--- src/rtl/blr_pkg.sv ---
package blr_pkg;

    // register selector on the write port
    typedef enum logic {
        SEL_BASE  = 1'b0,
        SEL_LIMIT = 1'b1
    } blr_sel_e;

endpackage

--- src/rtl/blr_regs.sv ---
module blr_regs
    import blr_pkg::*;
#(
    parameter int ADDR_W = 16
) (
    input  logic              clk,
    input  logic              rst_n,
    input  logic              priv_i,
    input  logic              we_i,
    input  logic              sel_i,
    input  logic [ADDR_W:0]   wdata_i,
    output logic [ADDR_W-1:0] base_o,
    output logic [ADDR_W:0]   limit_o,
    output logic              viol_o
);

    typedef struct packed {
        logic [ADDR_W-1:0] base;
        logic [ADDR_W:0]   limit;
        logic              viol;
    } regs_t;

    regs_t st_d, st_q;

    always_comb begin
        st_d      = st_q;
        st_d.viol = we_i && !priv_i;
        if (we_i && priv_i) begin
            if (blr_sel_e'(sel_i) == SEL_BASE) begin
                st_d.base = wdata_i[ADDR_W-1:0];
            end else begin
                st_d.limit = wdata_i;
            end
        end
    end

    always_ff @(posedge clk) begin
        if (!rst_n) begin
            st_q <= '0;
        end else begin
            st_q <= st_d;
        end
    end

    assign base_o  = st_q.base;
    assign limit_o = st_q.limit;
    assign viol_o  = st_q.viol;

    // a user-mode write leaves both registers as they were
    p_user_write_hold_r7: assert property (@(posedge clk) disable iff (!rst_n)
        (we_i && !priv_i) |=> ($stable(base_o) && $stable(limit_o)));

    // a user-mode write is flagged in the next cycle
    p_user_write_flag_r7: assert property (@(posedge clk) disable iff (!rst_n)
        (we_i && !priv_i) |=> viol_o);

    // without a privileged write the registers keep their values
    p_no_write_hold_r6: assert property (@(posedge clk) disable iff (!rst_n)
        !(we_i && priv_i) |=> ($stable(base_o) && $stable(limit_o)));

endmodule

--- src/rtl/blr_xlate.sv ---
module blr_xlate #(
    parameter int ADDR_W      = 16,
    parameter bit CARRY_FAULT = 1'b1
) (
    input  logic              priv_i,
    input  logic [ADDR_W-1:0] laddr_i,
    input  logic [ADDR_W-1:0] base_i,
    input  logic [ADDR_W:0]   limit_i,
    output logic              legal_o,
    output logic [ADDR_W-1:0] paddr_o
);

    localparam int SUM_W = ADDR_W + 1;

    logic [SUM_W-1:0] sum;
    logic             below_limit;
    logic             fits;

    // compare and add share no path: both evaluated in parallel
    assign sum         = {1'b0, base_i} + {1'b0, laddr_i};
    assign below_limit = {1'b0, laddr_i} < limit_i;

    generate
        if (CARRY_FAULT) begin : g_carry_chk
            assign fits = !sum[SUM_W-1];
        end else begin : g_carry_wrap
            assign fits = 1'b1;
        end
    endgenerate

    assign legal_o = priv_i || (below_limit && fits);
    assign paddr_o = priv_i ? laddr_i : sum[ADDR_W-1:0];

endmodule

--- src/rtl/blr_unit.sv ---
module blr_unit
    import blr_pkg::*;
#(
    parameter int ADDR_W = 16
) (
    input  logic              clk,
    input  logic              rst_n,
    input  logic              priv_i,
    input  logic              req_vld_i,
    input  logic [ADDR_W-1:0] req_addr_i,
    input  logic              reg_we_i,
    input  logic              reg_sel_i,
    input  logic [ADDR_W:0]   reg_wdata_i,
    output logic [ADDR_W-1:0] base_o,
    output logic [ADDR_W:0]   limit_o,
    output logic              mem_req_o,
    output logic [ADDR_W-1:0] mem_addr_o,
    output logic              fault_o,
    output logic              priv_viol_o
);

    typedef struct packed {
        logic              req;
        logic              fault;
        logic [ADDR_W-1:0] addr;
    } out_t;

    out_t out_d, out_q;

    logic [ADDR_W-1:0] base_q;
    logic [ADDR_W:0]   limit_q;
    logic              legal;
    logic [ADDR_W-1:0] paddr;

    blr_regs #(.ADDR_W(ADDR_W)) u_regs (
        .clk     (clk),
        .rst_n   (rst_n),
        .priv_i  (priv_i),
        .we_i    (reg_we_i),
        .sel_i   (reg_sel_i),
        .wdata_i (reg_wdata_i),
        .base_o  (base_q),
        .limit_o (limit_q),
        .viol_o  (priv_viol_o)
    );

    blr_xlate #(.ADDR_W(ADDR_W), .CARRY_FAULT(1'b1)) u_xlate (
        .priv_i  (priv_i),
        .laddr_i (req_addr_i),
        .base_i  (base_q),
        .limit_i (limit_q),
        .legal_o (legal),
        .paddr_o (paddr)
    );

    always_comb begin
        out_d = '0;
        if (req_vld_i) begin
            out_d.req   = legal;
            out_d.fault = !legal;
            out_d.addr  = legal ? paddr : '0;
        end
    end

    always_ff @(posedge clk) begin
        if (!rst_n) begin
            out_q <= '0;
        end else begin
            out_q <= out_d;
        end
    end

    assign base_o     = base_q;
    assign limit_o    = limit_q;
    assign mem_req_o  = out_q.req;
    assign mem_addr_o = out_q.addr;
    assign fault_o    = out_q.fault;

    // a fault never comes with a memory request
    p_fault_excl_r3: assert property (@(posedge clk) disable iff (!rst_n)
        !(mem_req_o && fault_o));

    // every request yields exactly one outcome next cycle
    p_one_outcome_r8: assert property (@(posedge clk) disable iff (!rst_n)
        req_vld_i |=> (mem_req_o ^ fault_o));

    // an idle cycle produces nothing
    p_idle_quiet_r9: assert property (@(posedge clk) disable iff (!rst_n)
        !req_vld_i |=> (!mem_req_o && !fault_o && mem_addr_o == '0));

    // privileged requests pass through unchanged
    p_priv_bypass_r5: assert property (@(posedge clk) disable iff (!rst_n)
        (req_vld_i && priv_i) |=> (mem_req_o && mem_addr_o == $past(req_addr_i)));

    // a user address at or above the limit faults
    p_over_limit_r3: assert property (@(posedge clk) disable iff (!rst_n)
        (req_vld_i && !priv_i && {1'b0, req_addr_i} >= limit_o) |=> fault_o);

endmodule

--- config.mk ---
export PLATFORM = sky130hd
export DESIGN_NAME = blr_unit
export DESIGN_NICKNAME = d
export VERILOG_FILES = /design/src/rtl/blr_pkg.sv /design/src/rtl/blr_regs.sv /design/src/rtl/blr_xlate.sv /design/src/rtl/blr_unit.sv
export SDC_FILE = /design/constraint.sdc
export NUM_CORES = 1
export LEC_CHECK = 0
export BUFFER_PORTS_ARGS = -buffer_cell sky130_fd_sc_hd__buf_2
export CORE_ASPECT_RATIO = 1.1
export CORE_UTILIZATION = 40
export DETAILED_ROUTE_END_ITERATION = 10
export GPL_ROUTABILITY_DRIVEN = 0
export SYNTH_ARGS = -nofsm -noshare
export SYNTH_HDL_FRONTEND = slang
export SYNTH_SLANG_ARGS = --single-unit
--- constraint.sdc ---
create_clock -name clk -period 4.9 [get_ports clk]
set_input_delay 0.735 -clock clk [delete_from_list [all_inputs] [get_ports clk]]
set_output_delay 0.735 -clock clk [all_outputs]
set_load 0.05 [all_outputs]
Yosys cells after proc, flatten, opt, wreduce, memory -nomap -nowiden
Index checks and enable logic that the tools add are counted.
{"block": "word_totals", "regBits": 52, "inputBits": 39, "output_inout_bits": 52, "elab_cells": 21}
{"block": "classes", "add_sub_neg": 1, "n_lt_le_gt_ge": 1, "muxes": 1, "bitwise_logic": 1, "n_reduce_logical": 11}
{"op": "adder 16 x 16 -> 17 bit", "count": 1}
{"op": "< comparator 16 x 17 -> 1 bit", "count": 1}
{"op": "two-way mux 16 bit", "count": 1}
{"op": "AND reduction 2 bit", "count": 3}
{"op": "logical AND 1 bit", "count": 3}
{"op": "zero test 1 bit", "count": 3}
{"op": "AND reduction 3 bit", "count": 1}
{"op": "logical OR 1 bit", "count": 1}
{"op": "NOT 1 bit", "count": 1}

Depth between registers and ports, before layout
Gate-level depths: netlist of the first run.
{"block": "depth", "word_depth": 5, "ltp_mapped": 10, "mapped_depth_nobuf": 9}

Hierarchy
From an unflattened synthesis of the first run, not the netlist that was laid out.
{"block": "unflattened", "cells_unflattened": 380, "area_unflattened_um2": 3311.9}
{"mod": "blr_xlate", "instances": 1, "cells_per_inst": 211, "area_per_inst_um2": 1453.9, "seq_area_each_um2": 0.0}
{"mod": "blr_regs", "instances": 1, "cells_per_inst": 130, "area_per_inst_um2": 1305.0, "seq_area_each_um2": 680.7}
{"mod": "blr_unit", "instances": 1, "cells_per_inst": 39, "area_per_inst_um2": 553.0, "seq_area_each_um2": 360.3}

Least setup slack after synthesis of the first run
No wires, ideal clock.
{"block": "synth_path", "kind": "flip-flop to flip-flop", "from": "register u_regs.st_q (netlist bit u_regs.base_o[0])", "to": "register out_q (netlist bit mem_addr_o[13])", "setup_ns": 0.117, "arrival_ns": 2.475, "required_time_ns": 4.783, "slack_ns": 2.308, "stages_incl_launch_ff": 11, "path_buffers": 1, "period_less_slack_ns": 2.592, "path_cell_list": "dfxtp_1 -> ha_1 -> inv_1 -> fa_1 -> nor2b_1 -> o2111ai_2 -> a21boi_2 -> o31a_1 -> nor4_4 -> buf_6 -> a32o_1"}
{"block": "synth_between", "elab_chain_cells": 5, "elab_cells_between_ends": 6, "cone_classes": "1 x add/sub; 1 x mux; 4 x reduce/logical"}
{"element": "start, declared", "line_no": "blr_regs.sv:23", "text": "regs_t st_d, st_q;"}
{"element": "start signal, assigned", "line_no": "blr_regs.sv:41", "text": "st_q <= st_d;"}
{"element": "adder 16 x 16 -> 17 bit (*)", "line_no": "blr_xlate.sv:20", "text": "assign sum = {1'b0, base_i} + {1'b0, laddr_i};"}
{"element": "zero test 1 bit", "line_no": "blr_xlate.sv:25", "text": "assign fits = !sum[SUM_W-1];"}
{"element": "logical AND 1 bit", "line_no": "blr_xlate.sv:31", "text": "assign legal_o = priv_i || (below_limit && fits);"}
{"element": "logical OR 1 bit", "line_no": "blr_xlate.sv:31"}
{"element": "AND reduction 3 bit (no source line)"}
{"element": "end signal, assigned", "line_no": "blr_unit.sv:69", "text": "out_q <= out_d;"}
{"element": "end, declared", "line_no": "blr_unit.sv:28", "text": "out_t out_d, out_q;"}
Every way passes the cells marked *; elsewhere a longest branch is shown, timed or not.
A chain may end at the register's enable or synchronous reset.

Final worst setup path of the first run
{"block": "layout_path", "from": "input req_addr_i[0]", "to": "register out_q (netlist bit mem_addr_o[13])"}
{"block": "layout_between", "elab_chain_cells": 5, "elab_cells_between_ends": 7, "cone_classes": "1 x add/sub; 1 x order compare; 1 x mux; 4 x reduce/logical"}
{"element": "start, declared", "line_no": "blr_unit.sv:10", "text": "input logic [ADDR_W-1:0] req_addr_i,"}
{"element": "adder 16 x 16 -> 17 bit", "line_no": "blr_xlate.sv:20"}
{"element": "zero test 1 bit", "line_no": "blr_xlate.sv:25"}
{"element": "logical AND 1 bit", "line_no": "blr_xlate.sv:31"}
{"element": "logical OR 1 bit", "line_no": "blr_xlate.sv:31"}
{"element": "AND reduction 3 bit (no source line)"}
Several ways; a longest one is shown, not always the timed one.

==> flow_summary.yaml, run 1 <==
die:
  core_sq_mm: 0.00747
  initial_core_util_pct: 41.3
  die_x_um: 85.7
  rows: 33
  die_h_um: 94.1
  die_area_sq_mm: 0.00806
  ios: 91
sta:
  hold_viol: 0
  relSlewSlack_pct: 24.0
  rsz0062_at_grt: "no"
  slew_viol_final: 0
  period_share_pct: 58.1
  timing.setup.tns_ns: 0
  finClkSkew_ns: 0.0119
  final.min_clock_period_ns: 2.85
  setup_viol: 0
  tightest_slew_ns: 1.14
  fmax_mhz: 351
yosys:
  syn-num-nets: 441
  synth_seq_area_share_pct: 33.8
  avgSynthCellArea_sq_um: 8.33
  ys_warn_count: 0
  netlist_area_sq_mm: 0.00308
  synth_ff_type: "dfxtp_1"
  async_flop_share_pct: 0
  synth-edff-count: 0
  syn_inst: 370
  synth-seq-cells: 52
  synth_cell_types: 51
drt:
  final_antenna_net_count: 0
  vias: 2826
  drtIter0Drc: 129
  viasPerCell: 5.05
  drc: 0
  postRouteWirelength_mm: 7.93
  post_drt_wl_per_cell_um: 14.2
  firstDrtPassIters: 4
clock_network:
  path_clk_slew_ns: 0.10
  cts_sinks: 52
  cts_setup_buffers: 0
  cts_tree: "built"
  root_buffer: "clkbuf_8"
  htreeDepth: 2
  cts_made_buffers: 5
  clk_latency_ns: 0.31
  cts_buffer_depth: 2
  cts_resized: 0
  hold_buffers: 0
layout:
  nFillCells: 775
  register_area_sq_mm: 0.00104
  n_antenna_cell: 0
  layout-drive-gt1-share_pct: 22.9
  fin_util_pct: 49.4
  layout.nets: 525
  multi_input_area_sq_mm: 0.00189
  area_growth_pct: 19.7
critical_path:
  crit_path_end_kind: "flip-flop"
  reg2regPathDepth: 9
  r2r_start: "u_regs.base_o[0]$_SDFFE_PN0P_"
  required_ns: 5.15
  cp_cell_sequence: "buf_2 -> ha_1 -> inv_1 -> fa_1 -> nor2b_1 -> o2111ai_2 -> a21boi_2 -> o31a_1 -> nor4_4 -> a32o_1"
  critPathKind: "in2reg"
  crit_arrival_ns: 3.09
  cp_max_fo: 16
  cpPeakStageDelay_ns: 0.71
  r2r_slack_ns: 2.26
  startpoint_type: "input port"
  r2r-end: "mem_addr_o[13]$_SDFF_PN0_"
  cp_slowest_cell: "nor4_4"
pwr:
  p_leak_uw: 0.00173
  ir_worst_vdd_mv: 0.120
  power_density_mw_per_mm2: 252
global_route:
  grt_max_degree: 38
  grt_pass1_vias: 2607
  grt_util_all_layers_pct: 20.2
  grt.overflow.total: 0
  antenna_found_initial: 0
  grt_first_pass_wirelength_mm: 12.7
job:
  cap_violations: 0
place:
  hpwl_mm: 6.14
  io_buffers: 90
min_path:
  min_path_type: "reg2reg"
  hold_depth: 2
  min_to: "u_regs.limit_o[14]$_SDFFE_PN0P_"
  hp-start: "u_regs.limit_o[14]$_SDFFE_PN0P_"
status:
  status: "finished clean"
-- placed cells by master, fill, tap and decap left out, types with 9 or more instances in the layout --
cell | synthesis | final
a21boi_1 | 34 | 34
a21oi_1 | 15 | 15
dfxtp_1 | 52 | 52
ha_1 | 31 | 31
nor2_1 | 17 | 17
inv_1 | 24 | 24
nand2_1 | 80 | 80
buf_2 | 0 | 90
a21o_1 | 9 | 9
a22o_1 | 11 | 11
-- layer usage --
layer  track usage, %  up-vias  share of wire (%)
met5                0        -                  0
met4             4.17        0               0.74
met3             2.90        4                3.7
met2             33.4       62                 47
met1             27.9     1282                 48
li1                 -     1478                  -
-- worst max-delay path, delay by kind of cell --
kind / cells / cell delay, ns
AND/OR/NAND/NOR: 2 / 0.79
AO/OA/AOI/OAI: 4 / 0.98
buffers and inverters: 2 / 0.19
adder cells (fa/ha/maj): 2 / 0.40
-- worst max-delay path by stage --
stage | startpoint | end | slack, ns | depth (start not counted)
3_5_place_dp | req_addr_i[0] | mem_addr_o[5]$_SDFF_PN0_ | 1.73 | 10
6_report | req_addr_i[0] | mem_addr_o[13]$_SDFF_PN0_ | 2.05 | 10
4_1_cts | req_addr_i[0] | mem_addr_o[13]$_SDFF_PN0_ | 2.04 | 10
3_3_place_gp | req_addr_i[0] | mem_addr_o[8]$_SDFF_PN0_ | 1.76 | 10
5_1_grt | req_addr_i[0] | mem_addr_o[5]$_SDFF_PN0_ | 1.86 | 10
2_1_floorplan | u_regs.base_o[0]$_SDFFE_PN0P_ | mem_addr_o[13]$_SDFF_PN0_ | 2.31 | 10
-- cells in the mapped netlist (3+ instances only) --
cell type / n / area, sq um
o21ai_1: 4 / 20.0
clkbuf_1: 10 / 37.5
nand4_1: 3 / 18.8
a21oi_1: 15 / 75.1
o21ai_0: 7 / 35.0
or3_1: 4 / 25.0
ha_1: 31 / 388
a21o_1: 9 / 67.6
nor2b_1: 4 / 25.0
nor2_1: 17 / 63.8
nand3_1: 6 / 30.0
xor2_1: 3 / 26.3
a21boi_1: 34 / 255
and3_1: 3 / 18.8
a211oi_1: 3 / 22.5
inv_1: 24 / 90.1
o211ai_1: 3 / 22.5
dfxtp_1: 52 / 1040
a22o_1: 11 / 96.3
xnor2_1: 3 / 26.3
a32o_1: 5 / 50.1
nand2_1: 80 / 300
-- report_power, final --
group | switching [uW] | internal (uW) | leakage, uW
clock network | 151 | 105 | 0.0000462
logic | 148 | 77.4 | 0.00126
registers | 9.76 | 438 | 0.000423
-- logic make-up (layout without fill, tap and decap cells) --
family / count (synthesis) / in the layout / share of synthesized area (%)
simple gates: 129 / 129 / 18.6
mux: 1 / 1 / 0.365
fa+ha+maj: 32 / 32 / 13.2
flops: 52 / 52 / 33.8
compound gates: 113 / 113 / 27.4
xor+xnor: 6 / 6 / 1.70
buf+inv: 37 / 122 / 4.99
-- cell type report --
cell class,count,area share (%)
inverters,24,2.44
repair buffers,90,12.2
clock inverters,2,0.475
clock buffers,6,1.97
multi-input cells,281,51.2
flip-flops and latches,52,28.2
well taps,105,3.56
-- registers in the layout, indices dropped and copies added (netlist names) --
name            flops
mem_addr_o         16
mem_req_o           1
u_regs.limit_o     17
fault_o             1
u_regs.base_o      16
u_regs.viol_o       1
-- metrics by stage --
stage	std cells	setup WS [ns]	total power [uW]	area, sq um	hold WS, ns
after floorplan	370	2.31	620	3080	0.681
after detailed placement	552	1.73	683	3600	0.460
final	560	2.05	929	3690	0.472
after CTS	560	2.04	943	3690	0.475
after global placement	552	1.76	680	3600	0.456
after global routing	560	1.86	984	3690	0.499
Power figures use the tool's default switching activity.
==> inputs of run 2 (changes only) <==
==> constraint.sdc (replaced) <==
create_clock -name clk -period 2.85 [get_ports clk]
set_input_delay 0.4275 -clock clk [delete_from_list [all_inputs] [get_ports clk]]
set_output_delay 0.4275 -clock clk [all_outputs]
set_load 0.05 [all_outputs]
==> run 2 against run 1 <==
Largest power group unchanged; clock skew fell by 0.0041 ns; register-to-register slack got worse by 2.0 ns; cell area rose by 2.1%.
==> flow_summary.yaml, run 2 (synthesis results as in run 1) <==
critical_path:
  cp_slowest_cell: "nor4_4"
  critPathLaunch: "u_regs.base_o[0]$_SDFFE_PN0P_"
  critPathKind: "reg2reg"
  path_buf_inv: 1
  startpoint_type: "flip-flop"
  crit_cells: 9
  reg2regPathDepth: 9
  required_ns: 3.10
  r2r_start: "u_regs.base_o[0]$_SDFFE_PN0P_"
  crit_arrival_ns: 2.89
  cpPeakStageDelay_ns: 0.70
  crit_path_end_kind: "flip-flop"
  critical_path.top_delay_family: "compound AO/OA/AOI/OAI gates"
  cp_max_fo: 16
  cp_cell_sequence: "ha_1 -> inv_1 -> fa_1 -> nor2b_1 -> o2111ai_2 -> a21boi_2 -> o31a_1 -> nor4_4 -> a32o_1"
die:
  die_x_um: 85.7
  die_area_sq_mm: 0.00806
  rows: 33
  die_h_um: 94.1
  initial_core_util_pct: 41.3
  core_sq_mm: 0.00747
  ios: 91
place:
  io_buffers: 90
  hpwl_mm: 6.15
  dp_cells: 557
  pre_cts_slack_ns: -0.0541
clock_network:
  root_buffer: "clkbuf_8"
  cts_setup_buffers: 0
  cts_tree: "built"
  cts_sinks: 52
  cts_buffer_depth: 2
  cts_made_buffers: 5
  hold_buffers: 0
  path_clk_slew_ns: 0.09
  htreeDepth: 2
  clk_latency_ns: 0.31
  cts_resized: 0
drt:
  drc: 0
  wirelength_met1_mm: 3.87
  viasPerCell: 5.02
  firstDrtPassIters: 4
  drtIter0Drc: 111
  wl_met2_mm: 3.48
  dr_wl_met3_um: 368
  vias: 2831
  final_antenna_net_count: 0
  post_drt_wl_per_cell_um: 13.8
  postRouteWirelength_mm: 7.80
  top_layer: "met4"
sta:
  tightest_slew_ns: 0.916
  hold_viol: 0
  slew_viol_final: 0
  relSlewSlack_pct: 38.5
  finClkSkew_ns: 0.00786
  fmax_mhz: 379
  period_share_pct: 92.6
  setup_viol: 0
  final.min_clock_period_ns: 2.64
  postLayoutSetupSlackWorst_ns: 0.212
  rsz0062_at_grt: "no"
status:
  status: "finished clean"
global_route:
  grt_pass1_vias: 2571
  antenna_found_initial: 0
  grt_max_degree: 37
  grt.overflow.total: 0
  grt_util_all_layers_pct: 19.7
  grt_first_pass_wirelength_mm: 12.4
layout:
  area_growth_pct: 22.2
  largest_register_ffs: 17
  fin_util_pct: 50.4
  n_antenna_cell: 0
  final_common_cell: "buf_2"
  layout-drive-gt1-share_pct: 23.7
  final_cell_mix: "90 x buf_2, 80 x nand2_1, 52 x dfxtp_1"
  layout.nets: 530
  final_cells: 564
pwr:
  power_density_mw_per_mm2: 467
  ir_worst_vdd_mv: 0.232
  p_leak_uw: 0.00178
min_path:
  hold_depth: 2
  hp-start: "priv_i"
  min_path_type: "in2reg"
job:
  cap_violations: 0
==> run 2: changes by cell type in the layout (fill, tap and decap cells not counted), sizes merged <==
cell	previous run	this run
inv	26	24
clkbuf	6	5
bufinv	0	2
buf	90	95
==> run 2: per-layer routing <==
layer  global-route usage [%]  vias to the layer above
met3                     3.51                        7
met4                     4.72                        0
met5                        0                        -
li1                         -                     1488
met2                     31.8                       64
met1                     27.3                     1272
==> run 2: worst register-to-register path, delay by kind of cell (launching register included) <==
family,cells,cell delay [ns]
simple gates,2,0.78
compound gates,4,0.99
buf+inv,1,0.08
fa+ha+maj,2,0.40
flops,1,0.34
==> run 2: final cells by class <==
cell class / count / area (sq um)
Multi-Input combinational cell: 281 / 1890
Inverter: 24 / 90.1
Timing Repair Buffer: 95 / 488
Clock inverter: 2 / 60.1
Tap cell: 105 / 131
Sequential cell: 52 / 1040
Clock buffer: 5 / 68.8
Fill cell: 776 / 3710
==> run 2: final timing paths <==
| path | to | slack (ns) |
|---|---|---|
| worst max-delay path | mem_addr_o[5]$_SDFF_PN0_ | 0.21 |
| worst min-delay path | u_regs.viol_o$_SDFF_PN0_ | 0.34 |
| worst max register to register | mem_addr_o[5]$_SDFF_PN0_ | 0.21 |
| worst min register to register | u_regs.limit_o[5]$_SDFFE_PN0P_ | 0.47 |
==> run 2: report_power, final <==
group	internal, uW	switching (uW)
logic	137	254
registers	754	16.2
clock network	346	251
total	1240	521
==> run 2: metrics by stage <==
step / TNS, ns / hold WS, ns / power [uW] / instance area [sq um]
after floorplan: 0 / 0.499 / 1070 / 3080
after global placement: 0 / 0.454 / 1180 / 3640
after CTS: 0 / 0.335 / 1780 / 3770
final: 0 / 0.340 / 1760 / 3770
after global routing: 0 / 0.354 / 1840 / 3770
after detailed placement: -0.423 / 0.455 / 1180 / 3640
